## src/rtl/rxb_pkg.sv

```systemverilog
package rxb_pkg;

   typedef enum logic [3:0] {
      ST_IDLE, ST_PWR, ST_WAKE, ST_CAL, ST_CALPOST,
      ST_RDYLOW, ST_CDRON, ST_HOLD, ST_POLL, ST_DONE, ST_FAIL
   } rxb_state_e;

   // Round a nanosecond spacing up to whole cycles, never below one.
   function automatic longint unsigned ns2cyc(longint unsigned ns, longint unsigned hz);
      longint unsigned c;
      c = (ns * hz + 64'd999_999_999) / 64'd1_000_000_000;
      if (c == 0) c = 1;
      return c;
   endfunction

   function automatic longint unsigned lmax(longint unsigned a, longint unsigned b);
      return (a > b) ? a : b;
   endfunction

endpackage

```

## src/rtl/rxb_timer.sv

```systemverilog
module rxb_timer #(
   parameter int W = 8
) (
   input  logic         clk,
   input  logic         rst,
   input  logic         load,
   input  logic [W-1:0] val,
   output logic         expired
);
   logic [W-1:0] cnt;

   always_ff @(posedge clk) begin
      if (rst)              cnt <= '0;
      else if (load)        cnt <= val;
      else if (cnt != '0)   cnt <= cnt - 1'b1;
   end

   assign expired = (cnt == '0);
endmodule

```

## src/rtl/rxb_sample_ctr.sv

```systemverilog
module rxb_sample_ctr #(
   parameter int unsigned LIMIT = 2000
) (
   input  logic clk,
   input  logic rst,
   input  logic clr,
   input  logic inc,
   output logic last
);
   localparam int CW = (LIMIT < 2) ? 1 : $clog2(LIMIT);
   localparam logic [CW-1:0] LAST_VAL = CW'(LIMIT - 1);

   logic [CW-1:0] cnt;

   always_ff @(posedge clk) begin
      if (rst || clr)  cnt <= '0;
      else if (inc)    cnt <= cnt + 1'b1;
   end

   assign last = (cnt == LAST_VAL);
endmodule

```

## src/rtl/rx_lane_bringup.sv

```systemverilog
module rx_lane_bringup
   import rxb_pkg::*;
#(
   parameter longint unsigned CLK_HZ         = 100_000_000,
   parameter longint unsigned PWRUP_NS       = 50,
   parameter longint unsigned WAKE_NS        = 500,
   parameter longint unsigned CAL_SETTLE_NS  = 50,
   parameter longint unsigned RDY_LOW_NS     = 50,
   parameter longint unsigned CDR_LEAD_NS    = 50,
   parameter longint unsigned CDR_HOLD_NS    = 30_000_000,
   parameter longint unsigned POLL_NS        = 500_000,
   parameter longint unsigned CAL_TIMEOUT_NS = 1_000_000,
   parameter int unsigned     POLL_LIMIT     = 2000
) (
   input  logic clk,
   input  logic rst,
   input  logic start,
   input  logic cal_done,
   input  logic link_up,
   output logic lane_pwrdn,
   output logic lane_sleep,
   output logic cal_enable,
   output logic rx_data_en,
   output logic cdr_reset,
   output logic pcs_ready,
   output logic done,
   output logic err
);
   localparam longint unsigned C_PWR  = ns2cyc(PWRUP_NS, CLK_HZ);
   localparam longint unsigned C_WAKE = ns2cyc(WAKE_NS, CLK_HZ);
   localparam longint unsigned C_CALP = ns2cyc(CAL_SETTLE_NS, CLK_HZ);
   localparam longint unsigned C_RDY  = ns2cyc(RDY_LOW_NS, CLK_HZ);
   localparam longint unsigned C_CDR  = ns2cyc(CDR_LEAD_NS, CLK_HZ);
   localparam longint unsigned C_HOLD = ns2cyc(CDR_HOLD_NS, CLK_HZ);
   localparam longint unsigned C_POLL = ns2cyc(POLL_NS, CLK_HZ);
   localparam longint unsigned C_CALT = ns2cyc(CAL_TIMEOUT_NS, CLK_HZ);
   localparam longint unsigned C_MAX  =
      lmax(lmax(lmax(C_PWR, C_WAKE), lmax(C_CALP, C_RDY)),
           lmax(lmax(C_CDR, C_HOLD), lmax(C_POLL, C_CALT)));
   localparam int TW = (C_MAX < 2) ? 1 : $clog2(C_MAX);

   localparam logic [TW-1:0] L_PWR  = TW'(C_PWR  - 1);
   localparam logic [TW-1:0] L_WAKE = TW'(C_WAKE - 1);
   localparam logic [TW-1:0] L_CALP = TW'(C_CALP - 1);
   localparam logic [TW-1:0] L_RDY  = TW'(C_RDY  - 1);
   localparam logic [TW-1:0] L_CDR  = TW'(C_CDR  - 1);
   localparam logic [TW-1:0] L_HOLD = TW'(C_HOLD - 1);
   localparam logic [TW-1:0] L_POLL = TW'(C_POLL - 1);
   localparam logic [TW-1:0] L_CALT = TW'(C_CALT - 1);

   if (CLK_HZ == 0) begin : g_bad_clk
      $error("rx_lane_bringup: CLK_HZ must be nonzero");
   end
   if (POLL_LIMIT < 1) begin : g_bad_limit
      $error("rx_lane_bringup: POLL_LIMIT must be at least 1");
   end
   if (TW > 40) begin : g_bad_width
      $error("rx_lane_bringup: spacing too long for timer");
   end

   rxb_state_e st, nxt;
   logic [7:0] ctl, ctl_nxt;   // {pwrdn, sleep, cal, data, cdr, rdy, done, err}
   logic          tm_load, tm_exp;
   logic [TW-1:0] tm_val;
   logic          sc_clr, sc_inc, sc_last;

   rxb_timer #(.W(TW)) u_timer (
      .clk(clk), .rst(rst), .load(tm_load), .val(tm_val), .expired(tm_exp)
   );

   rxb_sample_ctr #(.LIMIT(POLL_LIMIT)) u_samples (
      .clk(clk), .rst(rst), .clr(sc_clr), .inc(sc_inc), .last(sc_last)
   );

   always_comb begin
      nxt     = st;
      ctl_nxt = ctl;
      tm_load = 1'b0;
      tm_val  = '0;
      sc_clr  = 1'b0;
      sc_inc  = 1'b0;
      unique case (st)
         ST_IDLE, ST_DONE, ST_FAIL: begin
            if (start) begin
               ctl_nxt = 8'b0100_0000;
               tm_load = 1'b1;
               tm_val  = L_PWR;
               nxt     = ST_PWR;
            end
         end
         ST_PWR: if (tm_exp) begin
            ctl_nxt[6] = 1'b0;
            tm_load = 1'b1; tm_val = L_WAKE; nxt = ST_WAKE;
         end
         ST_WAKE: if (tm_exp) begin
            ctl_nxt[5] = 1'b1;
            tm_load = 1'b1; tm_val = L_CALT; nxt = ST_CAL;
         end
         ST_CAL: begin
            if (cal_done) begin
               tm_load = 1'b1; tm_val = L_CALP; nxt = ST_CALPOST;
            end else if (tm_exp) begin
               ctl_nxt[0] = 1'b1;
               nxt = ST_FAIL;
            end
         end
         ST_CALPOST: if (tm_exp) begin
            ctl_nxt[4] = 1'b1;
            ctl_nxt[2] = 1'b0;
            tm_load = 1'b1; tm_val = L_RDY; nxt = ST_RDYLOW;
         end
         ST_RDYLOW: if (tm_exp) begin
            ctl_nxt[3] = 1'b1;
            tm_load = 1'b1; tm_val = L_CDR; nxt = ST_CDRON;
         end
         ST_CDRON: if (tm_exp) begin
            ctl_nxt[2] = 1'b1;
            tm_load = 1'b1; tm_val = L_HOLD; nxt = ST_HOLD;
         end
         ST_HOLD: if (tm_exp) begin
            ctl_nxt[3] = 1'b0;
            tm_load = 1'b1; tm_val = L_POLL; sc_clr = 1'b1; nxt = ST_POLL;
         end
         ST_POLL: if (tm_exp) begin
            if (link_up) begin
               ctl_nxt[1] = 1'b1; nxt = ST_DONE;
            end else if (sc_last) begin
               ctl_nxt[0] = 1'b1; nxt = ST_FAIL;
            end else begin
               sc_inc = 1'b1; tm_load = 1'b1; tm_val = L_POLL;
            end
         end
         default: nxt = ST_IDLE;
      endcase
   end

   always_ff @(posedge clk) begin
      if (rst) begin
         st  <= ST_IDLE;
         ctl <= 8'b1100_0000;
      end else begin
         st  <= nxt;
         ctl <= ctl_nxt;
      end
   end

   assign {lane_pwrdn, lane_sleep, cal_enable, rx_data_en,
           cdr_reset, pcs_ready, done, err} = ctl;
endmodule

```

## config.mk

```make
export PLATFORM = sky130hd
export DESIGN_NAME = rx_lane_bringup
export DESIGN_NICKNAME = d
export VERILOG_FILES = /design/src/rtl/rxb_pkg.sv /design/src/rtl/rxb_timer.sv /design/src/rtl/rxb_sample_ctr.sv /design/src/rtl/rx_lane_bringup.sv
export SDC_FILE = /design/constraint.sdc
export NUM_CORES = 1
export LEC_CHECK = 0
export BUFFER_PORTS_ARGS = -buffer_cell sky130_fd_sc_hd__buf_2
export CAP_MARGIN = 25
export CORE_ASPECT_RATIO = 0.8
export CORE_UTILIZATION = 65
export DETAILED_ROUTE_END_ITERATION = 8
export PLACE_DENSITY = 0.92
export SYNTH_ARGS = -nofsm -noshare
export SYNTH_HDL_FRONTEND = slang
export SYNTH_SLANG_ARGS = --single-unit
```

## constraint.sdc

```tcl
create_clock -name clk -period 3.3 [get_ports clk]
set_input_delay 0.66 -clock clk [delete_from_list [all_inputs] [get_ports clk]]
set_output_delay 0.66 -clock clk [all_outputs]
set_load 0.1 [all_outputs]
```

Yosys cells after proc, flatten, opt, wreduce, memory -nomap -nowiden
Cells that the tools add are included.

Reductions and logical operators: 24. Eq/ne operators: 26. Mux-type cells: 50. Add/subtract/negate cells: 2.

Operators by type and width (number): $pmux W22 S8 (1); $mux W22 (3); $mux W16 (4); $mux W4 (12); $pmux W4 S9 (1); $ne A2 B2 Y1 const B (13); $logic_not A22 Y1 (1); $reduce_bool A22 Y1 (1); $sub A22 B1 Y22 const B (1); $mux W17 (1); $eq A4 B3 Y1 const B (4); $mux W1 (14); $eq A4 B4 Y1 const B (3); $reduce_and A4 Y1 (3); $add A11 B1 Y11 const B (1); $eq A11 B11 Y1 const B (1); $reduce_and A10 Y1 (1); $reduce_bool A2 Y1 (5); $mux W3 (3); $pmux W1 S3 (3); $reduce_and A3 Y1 (3); $reduce_bool A3 Y1 (3); $eq A4 B2 Y1 const B (2); $pmux W1 S2 (4); other kinds (13) (14).

Output and inout bits: 8. Word-level logic and storage cells: 113. Register bits after elaboration: 45.

Longest topological paths before layout
Depth after elaboration: 6. Mapped depth: 9. Depth with buffers taken out: 8.

Hierarchy
A second synthesis with hierarchy kept.

Cell total of the unflattened synthesis: 319. Area, all modules: 2627.5 µm².

Modules (own cells, without submodules): rxb_timer (cells an instance 146, instances 1, area an instance 1212.4 µm², sequential area each 440.4 µm²); rx_lane_bringup (cells an instance 115, instances 1, area an instance 888.4 µm², sequential area each 240.2 µm²); rxb_sample_ctr (cells an instance 58, instances 1, area an instance 526.8 µm², sequential area each 220.2 µm²).

Worst setup path after synthesis
OpenSTA, ideal clock, no wires.

Path kind: flip-flop to flip-flop. From: reg u_timer.cnt[16]. To: reg u_samples.cnt[8]. Library setup time: 0.070 ns. Period minus slack after synthesis: 2.218 ns. Arrival time: 2.149 ns. Data required time: 3.230 ns. Setup slack: 1.082 ns. Buffers on the path: 0. Cell stages (with the launch flop): 7. Path through: dfxtp_1 > or4_4 > or3_4 > nor4_4 > nand3_2 > or3_1 > a21oi_1.

Cells in the longest elaborated chain, start to end: 4. Elaborated cells on any way between the ends: 6. Those cells by class: mux: 4; reduce/logical: 2.

RTL lines: start: declaration (line rxb_timer.sv:10) `logic [W-1:0] cnt;`; start signal: assignment (line rxb_timer.sv:14) `else if (load) cnt <= val;`; start signal: assignment (line rxb_timer.sv:15) `else if (cnt != '0) cnt <= cnt - 1'b1;`; $logic_not A22 Y1 (*) (line rxb_timer.sv:18) `assign expired = (cnt == '0);`; $mux W1 (line rx_lane_bringup.sv:120) `ST_HOLD: if (tm_exp) begin`; $mux W1 (line rx_lane_bringup.sv:82) `unique case (st)`; $logic_or A1 B1 Y1 (line rxb_sample_ctr.sv:16) `if (rst || clr) cnt <= '0;`; end signal: assignment (line rxb_sample_ctr.sv:17) `else if (inc) cnt <= cnt + 1'b1;`; end: declaration (line rxb_sample_ctr.sv:13) `logic [CW-1:0] cnt;`.

Mark *: on every way between the ends. The rest lies on a longest branch, timed or not. A chain may end at the register's enable or synchronous reset.

Worst setup path after layout
From: reg u_timer.cnt[6]. To: reg u_timer.cnt[2].

Cells in the longest elaborated chain, start to end: 4. Elaborated cells on any way between the ends: 13. Those cells by class: mux: 10; reduce/logical: 3.

RTL lines: $logic_not A22 Y1 (line rxb_timer.sv:18); $mux W16 (tied with other cells) (line rx_lane_bringup.sv:124) `ST_POLL: if (tm_exp) begin`; $pmux W22 S8 or $pmux W1 S4 (tied branches) (line rx_lane_bringup.sv:82); $mux W22 or $reduce_bool A2 Y1 (tied branches).

Several ways; a longest one is shown, not always the timed one.

==> summary.md <==
| Metric | Value |
|---|---|
| RR Endpoint | `u_timer.cnt[2]` |
| Worst path max stage delay | `590 ps` |
| Worst Path Arrival | `2780 ps` |
| Type of the worst setup path | `reg -> reg` |
| DRT Wirelength | `6060 um` |
| Total GRT Usage | `0.313` |
| Cts repair resizes | `0` |
| Clock share of power | `0.148` |
| Hold_ws | `461 ps` |
| Reg power frac | `0.280` |
| Setup TNS | `0 ps` |
| Die area | `4150 um^2` |
| Initial antenna violation count | `0` |
| Root Buffer | `clkbuf_8` |
| Post-synth top area share | `0.356` |
| Crit end category | `flop` |
| Syn_area_per_cell | `7.89 um^2` |
| Vias | `2,404` |
| Worst r2r src | `u_timer.cnt[6]` |
| Pin count of the biggest net entering global routing | `27` |
| CTS sink cnt | `45` |
| Vias in the first global route | `2,191` |
| Unrepaired setup endpoints after global routing | `no` |
| Overflow after GRT | `0` |
| Worst skew pair latency | `300 ps` |
| Total number of placement rows | `19` |
| Post-synth EDFFs | `0` |
| Setup violators final | `0` |
| Switch Pwr | `1350 uW` |
| CP cell instances | `nor4_1 > nand3_1 > nor3_2 > buf_4 > nand2_1 > a211oi_1 > nor2_1` |
| Top Metal Used | `met4` |
| Synth top area cells | `dfxtp_1 (36%), nand2_1 (5.5%), nor2_1 (5.3%)` |
| Routability congestion estimate | `0.895` |
| Outcome | `finished clean` |
| Via density | `6.45` |
| Crit path max fanout | `9` |
| Achievable Freq | `387 MHz` |
| Async SR Flop Fraction | `0` |
| Post-DRT Antenna Nets | `0` |
| Hold Path Sink | `ctl[1]` |
| Reg-to-reg slack, setup | `720 ps` |
| Number of diodes | `0` |
| Post-DP HPWL | `4160 um` |
| CTS tree | `built` |
| DR WL met2 | `2880 um` |
| Port bufs | `12` |
| DR WL met3 | `446 um` |
| Internal power | `1570 uW` |
| Worst hold path class | `reg -> reg` |
| Layout cells sized above 1 | `0.121` |
| Tightest Pin Transition | `796 ps` |
| CP required | `3490 ps` |
| Initial core utilization | `0.710` |
| Seq/Total Area, Yosys | `0.356` |
| FF-to-FF path depth | `7` |
| Synthesis Warnings | `0` |
| Commonest non-fill, non-tap cell in the layout | `dfxtp_1` |
| Synth Instances | `321` |
| Crit-path slowest cell | `nor4_1` |
| Max VDD drop | `523 uV` |
| Global-route wire length before repair | `10,100 um` |
| Nets | `337` |
| Worst slew margin | `0.461` |
| Period minus WS final | `2580 ps` |
| CORE AREA | `3570 um^2` |
| Hold buffers post-CTS | `0` |
| Met1 WL | `2650 um` |
| Slew Viols, Final | `0` |
| Switching Fraction | `0.462` |
| Reg clk slew, reported paths | `80 ps` |
| Per-cell routed wire length | `16.2 um` |
| Final period utilization | `0.783` |
| Hold Path Stages | `2` |
| Max cap viols | `0` |
| Leading area contributor after synthesis | `dfxtp_1` |
| Synth cell types | `56` |
| Synth Cell Area | `2530 um^2` |
| Combinational Power Share | `0.572` |
| Postcts setup bufs | `0` |
| Static Leakage | `0.00106 uW` |
| Dominant synthesized flop cell | `dfxtp_1` |
| Final hold violation count | `0` |
| Syn_nets | `328` |
| # DRC | `0` |
| Io pins | `13` |
| Min-delay src | `ctl[1]` |
| FF+latch count, synth | `45` |
| TritonCTS Buffers | `5` |
| Clk buf depth | `2` |
| Initial DRC count | `209` |
| Die width | `71.8 um` |
| Most frequent cells in the layout | `dfxtp_1 (45), nand2_1 (37), nor2_1 (36)` |
| Area Overhead vs Synth | `8.20%` |
| Die Ht | `57.8 um` |
| Power Total | `2920 uW` |
| CP Launch Type | `flop` |
| Clock Skew | `3.85 ps` |
| Pwr/cell area | `1070 nW/um^2` |
| DR pass1 iterations | `6` |
| H-tree levels | `2` |
## cell families after synthesis
kind of cell | share of synthesized area
simple gates | 0.326
compound gates | 0.165
flops | 0.356
xor+xnor | 0.0968
buf+inv | 0.0351
mux | 0.0119
fa+ha+maj | 0.00988
## worst max path at each step
stage	startpoint	to	slack, ps	cells past startpoint
2_1_floorplan	u_timer.cnt[16]	u_samples.cnt[8]	1080	6
3_3_place_gp	st[1]	u_samples.cnt[4]	910	6
3_5_place_dp	u_timer.cnt[16]	u_timer.cnt[2]	800	7
4_1_cts	st[1]	u_samples.cnt[4]	760	6
5_1_grt	u_timer.cnt[6]	u_timer.cnt[2]	560	7
6_report	u_timer.cnt[6]	u_timer.cnt[2]	720	7
## cell type report
type                       instances  area, um^2
inverter                           6        22.5
fill                             264         826
clock inverter                     1        30.0
sequential                        45         901
tap                               42        52.6
clock buffer                       7        86.3
timing repair buffer              18         105
multi-input combinational        254        1540
## power groups by stage
stage	logic, uW	registers [uW]	clock network (uW)
after global placement	1570	817	0
after CTS	1640	813	436
final	1670	818	433
after global routing	1810	833	460
after detailed placement	1620	826	0
after floorplan	1250	869	0
## worst max-delay path, delay by kind of cell (launching register included)
| kind | cells | cell delay [ps] |
|---|---|---|
| DFF | 1 | 350 |
| AOI/OAI and AO/OA | 1 | 260 |
| and+or+nand+nor | 5 | 1600 |
| buffers and inverters | 1 | 260 |
## flip-flops by register name, indices dropped and copies added (netlist names)
register       flops
u_timer.cnt       22
ctl                8
st                 4
u_samples.cnt     11
## metrics by stage
stage / setup WS (ps) / instance area (um^2) / std cells / util
after CTS: 757 / 2740 / 373 / 0.768
after global routing: 561 / 2740 / 373 / 0.768
after detailed placement: 798 / 2620 / 365 / 0.736
after floorplan: 1080 / 2530 / 321 / -
final: 718 / 2740 / 373 / 0.768
after global placement: 906 / 2620 / 365 / 0.736
## cell usage after synthesis (3+ instances only)
master / number
or2_2: 4
clkbuf_1: 11
a31oi_1: 7
o21ai_0: 9
nand4_1: 9
nand2b_1: 6
and3_1: 3
dfxtp_1: 45
nor3_1: 19
mux2i_1: 3
xnor2_1: 15
nand2_1: 37
a21o_1: 4
xor2_1: 13
nor2b_1: 3
nand3_1: 5
nand4b_1: 3
or3_1: 5
nor4_1: 7
and2_1: 3
inv_1: 5
nor2_1: 36
a21oi_1: 23
## layer usage
layer,global-route usage,vias to the layer above
li1,-,1169
met2,0.519,109
met3,0.0504,11
met1,0.413,1115
met5,0,-
met4,0.118,0
No activity file was read; power rests on OpenSTA's default activity.
